## src/rtl/ostick_pkg.sv

```systemverilog
package ostick_pkg;

    // Run-control states of the one-shot timer.
    typedef enum logic [1:0] {
        ST_IDLE = 2'd0,
        ST_RUN  = 2'd1,
        ST_HELD = 2'd2
    } run_state_e;

    // Decoded register selection.
    typedef enum logic [2:0] {
        SEL_NONE   = 3'd0,
        SEL_MATCH  = 3'd1,
        SEL_COUNT  = 3'd2,
        SEL_STATUS = 3'd3,
        SEL_ENABLE = 3'd4
    } reg_sel_e;

    // Byte offsets of the register file.
    localparam int unsigned OFS_MATCH  = 32'h00;
    localparam int unsigned OFS_COUNT  = 32'h10;
    localparam int unsigned OFS_STATUS = 32'h14;
    localparam int unsigned OFS_ENABLE = 32'h1C;

endpackage

```

## src/rtl/ostick_busif.sv

```systemverilog
module ostick_busif
    import ostick_pkg::*;
#(
    parameter int ADDR_W = 5,
    parameter int DATA_W = 32,
    parameter int CNT_W  = 32
) (
    input  logic              clk_i,
    input  logic              rst_ni,
    input  logic              valid_i,
    input  logic              wr_i,
    input  logic [ADDR_W-1:0] addr_i,
    input  logic [DATA_W-1:0] wdata_i,
    input  logic [CNT_W-1:0]  cnt_i,
    input  logic              status_i,
    input  logic [DATA_W-1:0] enable_i,
    output logic              arm_o,
    output logic [CNT_W-1:0]  arm_val_o,
    output logic              clr_o,
    output logic              en_wr_o,
    output logic [DATA_W-1:0] rdata_o,
    output logic              err_o
);

    reg_sel_e          sel;
    logic              zero_wdata;
    logic              wr_ok;
    logic              rd_ok;
    logic              legal;
    logic [DATA_W-1:0] rd_val;
    logic [DATA_W-1:0] rdata_d;
    logic [DATA_W-1:0] rdata_q;
    logic              err_q;

    // Offset decode.
    always_comb begin
        case (addr_i)
            ADDR_W'(OFS_MATCH):  sel = SEL_MATCH;
            ADDR_W'(OFS_COUNT):  sel = SEL_COUNT;
            ADDR_W'(OFS_STATUS): sel = SEL_STATUS;
            ADDR_W'(OFS_ENABLE): sel = SEL_ENABLE;
            default:             sel = SEL_NONE;
        endcase
    end

    assign zero_wdata = (wdata_i == '0);

    // Per-register legality and read mux.
    always_comb begin
        wr_ok  = 1'b0;
        rd_ok  = 1'b0;
        rd_val = '0;
        unique case (sel)
            SEL_MATCH: begin
                wr_ok = 1'b1;
            end
            SEL_COUNT: begin
                rd_ok  = 1'b1;
                rd_val = DATA_W'(cnt_i);
            end
            SEL_STATUS: begin
                wr_ok  = zero_wdata;
                rd_ok  = 1'b1;
                rd_val = DATA_W'(status_i);
            end
            SEL_ENABLE: begin
                wr_ok  = 1'b1;
                rd_ok  = 1'b1;
                rd_val = enable_i;
            end
            default: begin
                wr_ok = 1'b0;
            end
        endcase
    end

    assign legal     = valid_i && (wr_i ? wr_ok : rd_ok);
    assign arm_o     = valid_i && wr_i && (sel == SEL_MATCH);
    assign clr_o     = valid_i && wr_i && (sel == SEL_STATUS) && zero_wdata;
    assign en_wr_o   = valid_i && wr_i && (sel == SEL_ENABLE);
    assign arm_val_o = wdata_i[CNT_W-1:0];
    assign rdata_d   = (legal && !wr_i) ? rd_val : '0;

    always_ff @(posedge clk_i or negedge rst_ni) begin
        if (!rst_ni) begin
            rdata_q <= '0;
            err_q   <= 1'b0;
        end else begin
            rdata_q <= rdata_d;
            err_q   <= valid_i && !legal;
        end
    end

    assign rdata_o = rdata_q;
    assign err_o   = err_q;

endmodule

```

## src/rtl/ostick_runctl.sv

```systemverilog
module ostick_runctl
    import ostick_pkg::*;
#(
    parameter int CNT_W = 32
) (
    input  logic             clk_i,
    input  logic             rst_ni,
    input  logic             tick_i,
    input  logic             arm_i,
    input  logic [CNT_W-1:0] arm_val_i,
    output run_state_e       state_o,
    output logic [CNT_W-1:0] cnt_o,
    output logic [CNT_W-1:0] match_o,
    output logic             hit_o
);

    run_state_e       state_q;
    run_state_e       state_d;
    logic [CNT_W-1:0] cnt_q;
    logic [CNT_W-1:0] cnt_d;
    logic [CNT_W-1:0] cnt_inc;
    logic [CNT_W-1:0] match_q;
    logic [CNT_W-1:0] match_d;
    logic             step;
    logic             landed;

    // State register.
    always_ff @(posedge clk_i or negedge rst_ni) begin
        if (!rst_ni) begin
            state_q <= ST_IDLE;
        end else begin
            state_q <= state_d;
        end
    end

    // Next state.
    always_comb begin
        state_d = state_q;
        unique case (state_q)
            ST_IDLE: begin
                if (arm_i) state_d = ST_RUN;
            end
            ST_RUN: begin
                if (arm_i)       state_d = ST_RUN;
                else if (landed) state_d = ST_HELD;
            end
            ST_HELD: begin
                if (arm_i) state_d = ST_RUN;
            end
            default: state_d = ST_IDLE;
        endcase
    end

    // Datapath outputs: increment, landing compare, target load.
    always_comb begin
        cnt_inc = cnt_q + CNT_W'(1);
        step    = (state_q == ST_RUN) && tick_i;
        landed  = step && (cnt_inc == match_q);
        cnt_d   = step ? cnt_inc : cnt_q;
        match_d = arm_i ? arm_val_i : match_q;
        hit_o   = landed && !arm_i;
    end

    always_ff @(posedge clk_i or negedge rst_ni) begin
        if (!rst_ni) begin
            cnt_q   <= '0;
            match_q <= '0;
        end else begin
            cnt_q   <= cnt_d;
            match_q <= match_d;
        end
    end

    assign state_o = state_q;
    assign cnt_o   = cnt_q;
    assign match_o = match_q;

endmodule

```

## src/rtl/ostick_flag.sv

```systemverilog
module ostick_flag #(
    parameter int DATA_W = 32
) (
    input  logic              clk_i,
    input  logic              rst_ni,
    input  logic              hit_i,
    input  logic              clr_i,
    input  logic              en_wr_i,
    input  logic [DATA_W-1:0] en_val_i,
    output logic              status_o,
    output logic [DATA_W-1:0] enable_o,
    output logic              irq_o
);

    logic [DATA_W-1:0] en_q;
    logic              status_q;
    logic              status_d;
    logic              irq_q;

    // Landing outranks a clear; enable is sampled before its own update.
    always_comb begin
        status_d = status_q;
        if (hit_i && (en_q != '0)) begin
            status_d = 1'b1;
        end else if (clr_i) begin
            status_d = 1'b0;
        end
    end

    always_ff @(posedge clk_i or negedge rst_ni) begin
        if (!rst_ni) begin
            en_q     <= '0;
            status_q <= 1'b0;
            irq_q    <= 1'b0;
        end else begin
            status_q <= status_d;
            irq_q    <= status_d;
            if (en_wr_i) en_q <= en_val_i;
        end
    end

    assign status_o = status_q;
    assign enable_o = en_q;
    assign irq_o    = irq_q;

endmodule

```

## src/rtl/ostick_timer.sv

```systemverilog
module ostick_timer
    import ostick_pkg::*;
#(
    parameter int ADDR_W = 5,
    parameter int DATA_W = 32,
    parameter int CNT_W  = 32
) (
    input  logic              clk_i,
    input  logic              rst_ni,
    input  logic              tick_en_i,
    input  logic              bus_valid_i,
    input  logic              bus_wr_i,
    input  logic [ADDR_W-1:0] bus_addr_i,
    input  logic [DATA_W-1:0] bus_wdata_i,
    output logic [DATA_W-1:0] bus_rdata_o,
    output logic              bus_err_o,
    output logic              irq_o
);

    run_state_e        state_w;
    logic [CNT_W-1:0]  cnt_w;
    logic [CNT_W-1:0]  match_w;
    logic [CNT_W-1:0]  arm_val_w;
    logic              hit_w;
    logic              arm_w;
    logic              clr_w;
    logic              en_wr_w;
    logic              status_w;
    logic [DATA_W-1:0] en_w;

    ostick_busif #(
        .ADDR_W(ADDR_W),
        .DATA_W(DATA_W),
        .CNT_W (CNT_W)
    ) u_busif (
        .clk_i    (clk_i),
        .rst_ni   (rst_ni),
        .valid_i  (bus_valid_i),
        .wr_i     (bus_wr_i),
        .addr_i   (bus_addr_i),
        .wdata_i  (bus_wdata_i),
        .cnt_i    (cnt_w),
        .status_i (status_w),
        .enable_i (en_w),
        .arm_o    (arm_w),
        .arm_val_o(arm_val_w),
        .clr_o    (clr_w),
        .en_wr_o  (en_wr_w),
        .rdata_o  (bus_rdata_o),
        .err_o    (bus_err_o)
    );

    ostick_runctl #(
        .CNT_W(CNT_W)
    ) u_runctl (
        .clk_i    (clk_i),
        .rst_ni   (rst_ni),
        .tick_i   (tick_en_i),
        .arm_i    (arm_w),
        .arm_val_i(arm_val_w),
        .state_o  (state_w),
        .cnt_o    (cnt_w),
        .match_o  (match_w),
        .hit_o    (hit_w)
    );

    ostick_flag #(
        .DATA_W(DATA_W)
    ) u_flag (
        .clk_i   (clk_i),
        .rst_ni  (rst_ni),
        .hit_i   (hit_w),
        .clr_i   (clr_w),
        .en_wr_i (en_wr_w),
        .en_val_i(bus_wdata_i),
        .status_o(status_w),
        .enable_o(en_w),
        .irq_o   (irq_o)
    );

endmodule

```

## config.mk

```make
export PLATFORM = sky130hd
export DESIGN_NAME = ostick_timer
export DESIGN_NICKNAME = d
export VERILOG_FILES = /design/src/rtl/ostick_pkg.sv /design/src/rtl/ostick_busif.sv /design/src/rtl/ostick_runctl.sv /design/src/rtl/ostick_flag.sv /design/src/rtl/ostick_timer.sv
export SDC_FILE = /design/constraint.sdc
export NUM_CORES = 1
export LEC_CHECK = 0
export BUFFER_PORTS_ARGS = -buffer_cell sky130_fd_sc_hd__buf_2
export CAP_MARGIN = 20
export CORE_ASPECT_RATIO = 0.7
export CORE_MARGIN = 2
export CORE_UTILIZATION = 47
export CTS_BUF_LIST = sky130_fd_sc_hd__clkbuf_4 sky130_fd_sc_hd__clkbuf_8
export CTS_CLUSTER_DIAMETER = 100
export DETAILED_ROUTE_END_ITERATION = 7
export GPL_TIMING_DRIVEN = 0
export PLACE_DENSITY = 0.69
export SETUP_SLACK_MARGIN = 0.05
export SYNTH_ARGS = -nofsm -noshare
export SYNTH_HDL_FRONTEND = slang
export SYNTH_SLANG_ARGS = --single-unit
```

## constraint.sdc

```tcl
create_clock -name clk_i -period 5.96 [get_ports clk_i]
set_input_delay 0.298 -clock clk_i [delete_from_list [all_inputs] [get_ports clk_i]]
set_output_delay 0.298 -clock clk_i [all_outputs]
set_load 0.02 [all_outputs]
```

After elaboration in Yosys (flattened, before gate mapping)
Index checks and enable logic that the tools add are counted.

cells by class
  reductions and logical operators = 24
  muxes and demuxes = 12
  equal/unequal tests = 12
  add/subtract/negate cells = 1

operators by type and width
  kind                     number
  $pmux W32 S3             1
  $add A32 B1 Y32 const B  1
  $eq A32 B32 Y1           1
  $logic_not A32 Y1        1
  $mux W32                 1
  $reduce_bool A32 Y1      1
  $eq A5 B5 Y1 const B     3
  $logic_and A1 B1 Y1      12
  $pmux W3 S4              1
  $eq A3 B2 Y1 const B     2
  $mux W2                  3
  $logic_not A5 Y1         1
  $mux W1                  4
  $pmux W2 S2              1
  $reduce_or A2 Y1         2
  $eq A3 B1 Y1 const B     1
  $eq A3 B3 Y1 const B     1
  $logic_not A1 Y1         3
  $ne A3 B1 Y1 const B     1
  $reduce_or A3 Y1         1
  $eq A2 B1 Y1 const B     1
  $eq A2 B2 Y1 const B     1
  $logic_not A2 Y1         1
  $ne A2 B1 Y1 const B     1
  other kinds (3)          3

storage, ports and cells
  register bits after elaboration = 132
  word-level logic and storage cells = 56
  bits of input ports = 42

Logic depth before layout (Yosys ltp)
  word-level depth = 9
  depth in mapped cells = 9

Cells and area by module
From an unflattened synthesis, not the netlist that was laid out.

unflattened totals
  cells, all modules = 605
  area, all modules = 6784.0 um^2

by module, submodules not included
  module         cells each  area an instance (um^2)  instances
  ostick_runctl  354         3754.9                   1
  ostick_busif   168         1684.1                   1
  ostick_flag    83          1345.0                   1

Worst setup path after synthesis
Ideal clock, no wire load.

  path type = flip-flop to flip-flop
  start point = reg u_runctl.cnt_q[0] (netlist: u_runctl.cnt_o[0])
  end point = reg u_runctl.state_q[0] (netlist: u_runctl.state_o[0])
  arrival time = 2.435 ns
  slack = 3.406 ns
  clock period less this slack = 2.554 ns
  data required time = 5.841 ns
  cell stages (with the launch flop) = 10
  path through = dfrtp_1 ha_1 nand3_2 or2_1 buf_2 or3_1 a21oi_2 nand4_1 or4_4 o21a_1

between the ends
  cells in the longest elaborated chain, start to end = 5

RTL lines
  element                      RTL line             text
  start: declaration           ostick_runctl.sv:19  logic [CNT_W-1:0] cnt_q;
  start signal: assignment     ostick_runctl.sv:69  cnt_q <= cnt_d;
  $add A32 B1 Y32              ostick_runctl.sv:56  cnt_inc = cnt_q + CNT_W'(1);
  $eq A32 B32 Y1               ostick_runctl.sv:58  landed = step && (cnt_inc == match_q);
  $logic_and A1 B1 Y1          ostick_runctl.sv:58
  $ne A3 B1 Y1 (no line)       --
  $reduce_and A2 Y1 (no line)  --
  end signal: assignment       ostick_runctl.sv:32  state_q <= state_d;
  end: declaration             ostick_runctl.sv:17  run_state_e state_q;

No other way between the ends.
A chain may end at the register's enable or synchronous reset.

Worst setup path after layout
Same ends and word-level chain as after synthesis.

==> out/metrics.csv <==
metric,value,unit
run_status,"complete, no violations",
drt_iter0_markers,377,
synth.area.mux_share,0.1190,
cts_tree,yes,
yosys_warnings,0,
cts_root_buffer,clkbuf_8,
num_io_pins,76,
worst-slew-pin-transition,771.0,ps
post-route-min-period,2929,ps
cts.clk_slew.worst_paths,80,ps
cts_setup_buffers,0,
setup_slack,3031,ps
firstDrtPassIters,5,
hold_violations,0,
ctsHoldBuffers,1,
crit_buf_inv,1,
pwr-share-comb,0.153,
routed_via_density,5.600,
seqCellArea,3303,um2
intPower,1.610,mW
clk_latency,460,ps
synth_edf_count,0,
synth_compound_area_frac,0.06861,
cts_resized,0,
cp_top_family,simple AND/OR/NAND/NOR gates,
critPathArrivalTime,3280,ps
top_layer,met4,
initial_core_util,0.4777,
fin_skew,14.67,ps
wl_met2,7228,um
rsz0062_at_grt,false,
h-tree-depth,4,
overflow,0,
core-area,13780,um2
required,6310,ps
fp.dieH,103.0,um
hp-class,input port to register,
ys.flop_type,dfrtp_1,
syn-num-nets,645,
critPathMaxFanout,8,
maxCapViolCount,0,
grt_pass1_vias,4864,
antenna_found_initial,0,
row_count,36,
wirelength_met1,8696,um
finalSetupTns,0,ps
vdd_drop_max,0.0002128,V
nFillCells,1227,
swShare,0.2804,
via_count,5046,
clock_power_share,0.378,
synth_cells,602,
remaining_drc_errors,0,
final_nets,741,
port_buffers,75,
synth_cell_types,61,
post_synth_xor_area_fraction,0.09179,
grt_max_degree,89,
synthSimpleGateAreaFrac,0.1849,
synth_top_area_frac,0.5017,
wl_per_cell,19.27,um
slowest_delay,510,ps
crit_path_cell_trace,"ha_1, nand3_2, or2_1, buf_2, or3_1, a21oi_2, nand4_1, or4_4, o21a_1",
synth-seq-cells,132,
dieArea,14990,um2
syn_area,6584,um2
p_per_area,291.1,nW/um2
clock-sinks,132,
path_class,register to register,
antennaDiodeCount,0,
dp_slack,3038,ps
track_usage,0.2416,
cts_inserted_buffers,17,
synth_top_family_by_area,simple AND/OR/NAND/NOR gates,
final_layout_size_suffix_gt1_frac,0.2996,
leakagePower,3.497,nW
wl_met3,1218,um
slew_headroom,0.4860,
power,2.238,mW
setup_viol,0,
dp_hpwl,12910,um
netlist_top_cells_area,"dfrtp_1 50%, mux2_2 11%, xnor2_1 6.7%, a22oi_1 3.8%, nor2_1 3.4%",
period_share,0.4914,
die_w,145.5,um
post_synth_fa_ha_maj_area_fraction,0.001900,
crit_path_start_kind,register,
syn_area_per_cell,10.94,um2
antenna_left,0,
finalMaxSlewViolations,0,
area_growth,16.76,%
endpoint_kind,register,
p_seq_frac,0.469,
clock_path_buffers,2,
grt_first_pass_wirelength,27260,um
place_congestion,0.8894,
multi_input_area,3069,um2
cp_slowest_cell,or4_4,
asyncSetResetFlopFracSynth,1.000,
yosysSeqAreaShare,0.5017,
power_switching,0.6273,mW
synth_top_cell_by_area,dfrtp_1,
wirelength,17370,um
fmax,341.4,MHz
==> cell usage after synthesis (2+ instances only) <==
| master | count |
|---|---|
| dfrtp_1 | 132 |
| mux2_2 | 66 |
| nor2_1 | 60 |
| xnor2_1 | 50 |
| a22oi_1 | 33 |
| nand2_1 | 31 |
| nand3_1 | 21 |
| nor4_1 | 21 |
| clkbuf_1 | 19 |
| nand4_1 | 19 |
| xor2_1 | 19 |
| nor3_1 | 16 |
| buf_2 | 15 |
| inv_1 | 7 |
| and3_1 | 6 |
| nand3b_1 | 5 |
| mux2i_1 | 4 |
| o21ai_0 | 4 |
| o21ai_1 | 4 |
| or3_1 | 4 |
| a21oi_1 | 3 |
| and2_1 | 3 |
| and4_1 | 3 |
| buf_1 | 3 |
| buf_4 | 3 |
| nand4_2 | 3 |
| nor4b_1 | 3 |
| o211ai_1 | 3 |
| a21o_1 | 2 |
| and3b_1 | 2 |
| nand3_2 | 2 |
| nor2b_1 | 2 |
| nor3b_1 | 2 |
| o21a_1 | 2 |
| o22ai_1 | 2 |
| or2_1 | 2 |
| or2_2 | 2 |
==> worst reg2reg max path, cell delays in order, from the launching register on <==
cell and delay, ps:
dfrtp_1 500, ha_1 300, nand3_2 190, or2_1 280, buf_2 180, or3_1 400, a21oi_2 170, nand4_1 120
or4_4 510, o21a_1 180
==> cells in the final DEF (no fill, tap or decap), drive strengths merged, types with 2 or more instances in the layout <==
cell type	instances
dfrtp	132
buf	97
mux2	66
nor2	60
xnor2	50
clkbuf	40
a22oi	33
nand2	32
nand3	24
nor4	23
nand4	22
xor2	19
nor3	17
inv	8
o21ai	8
and3	7
nand3b	5
or3	5
mux2i	4
clkinvlp	4
bufinv	4
and4	4
a21oi	4
or2	4
nor4b	3
and2	3
o211ai	3
clkinv	3
nor2b	2
o22ai	2
and3b	2
nor3b	2
a21o	2
o21a	2
or4	2
==> stage by stage <==
step	util	hold slack (ps)	std cells	cell area (um2)
after floorplan	-	2.409	602	6584
after global placement	0.5222	502.6	867	7197
after detailed placement	0.5246	248.9	868	7231
after CTS	0.5577	77.64	901	7687
after global routing	0.5577	83.39	901	7687
final	0.5577	101.7	901	7687
==> kinds of logic after synthesis <==
kind of cell	count (synthesis)
AND/OR/NAND/NOR	220
flip-flops	132
multiplexers	70
XOR/XNOR	69
AO/OA/AOI/OAI	62
buffers and inverters	48
adder cells (fa/ha/maj)	1
==> layout make-up <==
class	instances	area share
flip-flops and latches	132	0.4297
multi-input cells	422	0.3993
repair buffers	77	0.05452
clock buffers	20	0.03499
well taps	190	0.03092
plain buffers	41	0.02409
clock inverters	12	0.02311
inverters	7	0.003418
==> sequential cells by signal, summed over array words and instances (netlist names) <==
register	flops
u_runctl.state_o	2
u_busif.rdata_o	32
u_busif.err_o	1
u_flag.enable_o	32
u_flag.status_o	1
u_runctl.cnt_o	32
u_runctl.match_o	32
==> metal layers <==
| layer | GRT usage | vias to the layer above |
|---|---|---|
| li1 | - | 2349 |
| met1 | 0.3655 | 2511 |
| met2 | 0.3412 | 168 |
| met3 | 0.06460 | 18 |
| met4 | 0.06637 | 0 |
| met5 | 0 | - |
==> final timing paths <==
path	start	to	slack, ps	cells past startpoint
worst max register to register	u_runctl.cnt_o[0]$_DFFE_PN0P_	u_runctl.state_o[0]$_DFFE_PN0P_	3030	9
min in group asynchronous	rst_ni	u_busif.rdata_o[29]$_DFF_PN0_	340	2
worst min register to register	u_runctl.cnt_o[31]$_DFFE_PN0P_	u_runctl.cnt_o[31]$_DFFE_PN0P_	510	1
worst max-delay path	u_runctl.cnt_o[0]$_DFFE_PN0P_	u_runctl.state_o[0]$_DFFE_PN0P_	3030	9
worst min-delay path	bus_wdata_i[21]	u_runctl.match_o[21]$_DFFE_PN0P_	100	2
max in group asynchronous	rst_ni	u_busif.rdata_o[13]$_DFF_PN0_	4850	3
==> power by group through the flow <==
stage,Clock (mW),Combinational (mW),Sequential (mW)
final,0.847,0.342,1.05
after global routing,0.896,0.369,1.06
after CTS,0.859,0.338,1.05
after detailed placement,0,0.336,1.06
after global placement,0,0.322,1.06
after floorplan,0,0.232,1.04
Note: power is estimated with default switching activity, not from simulation.
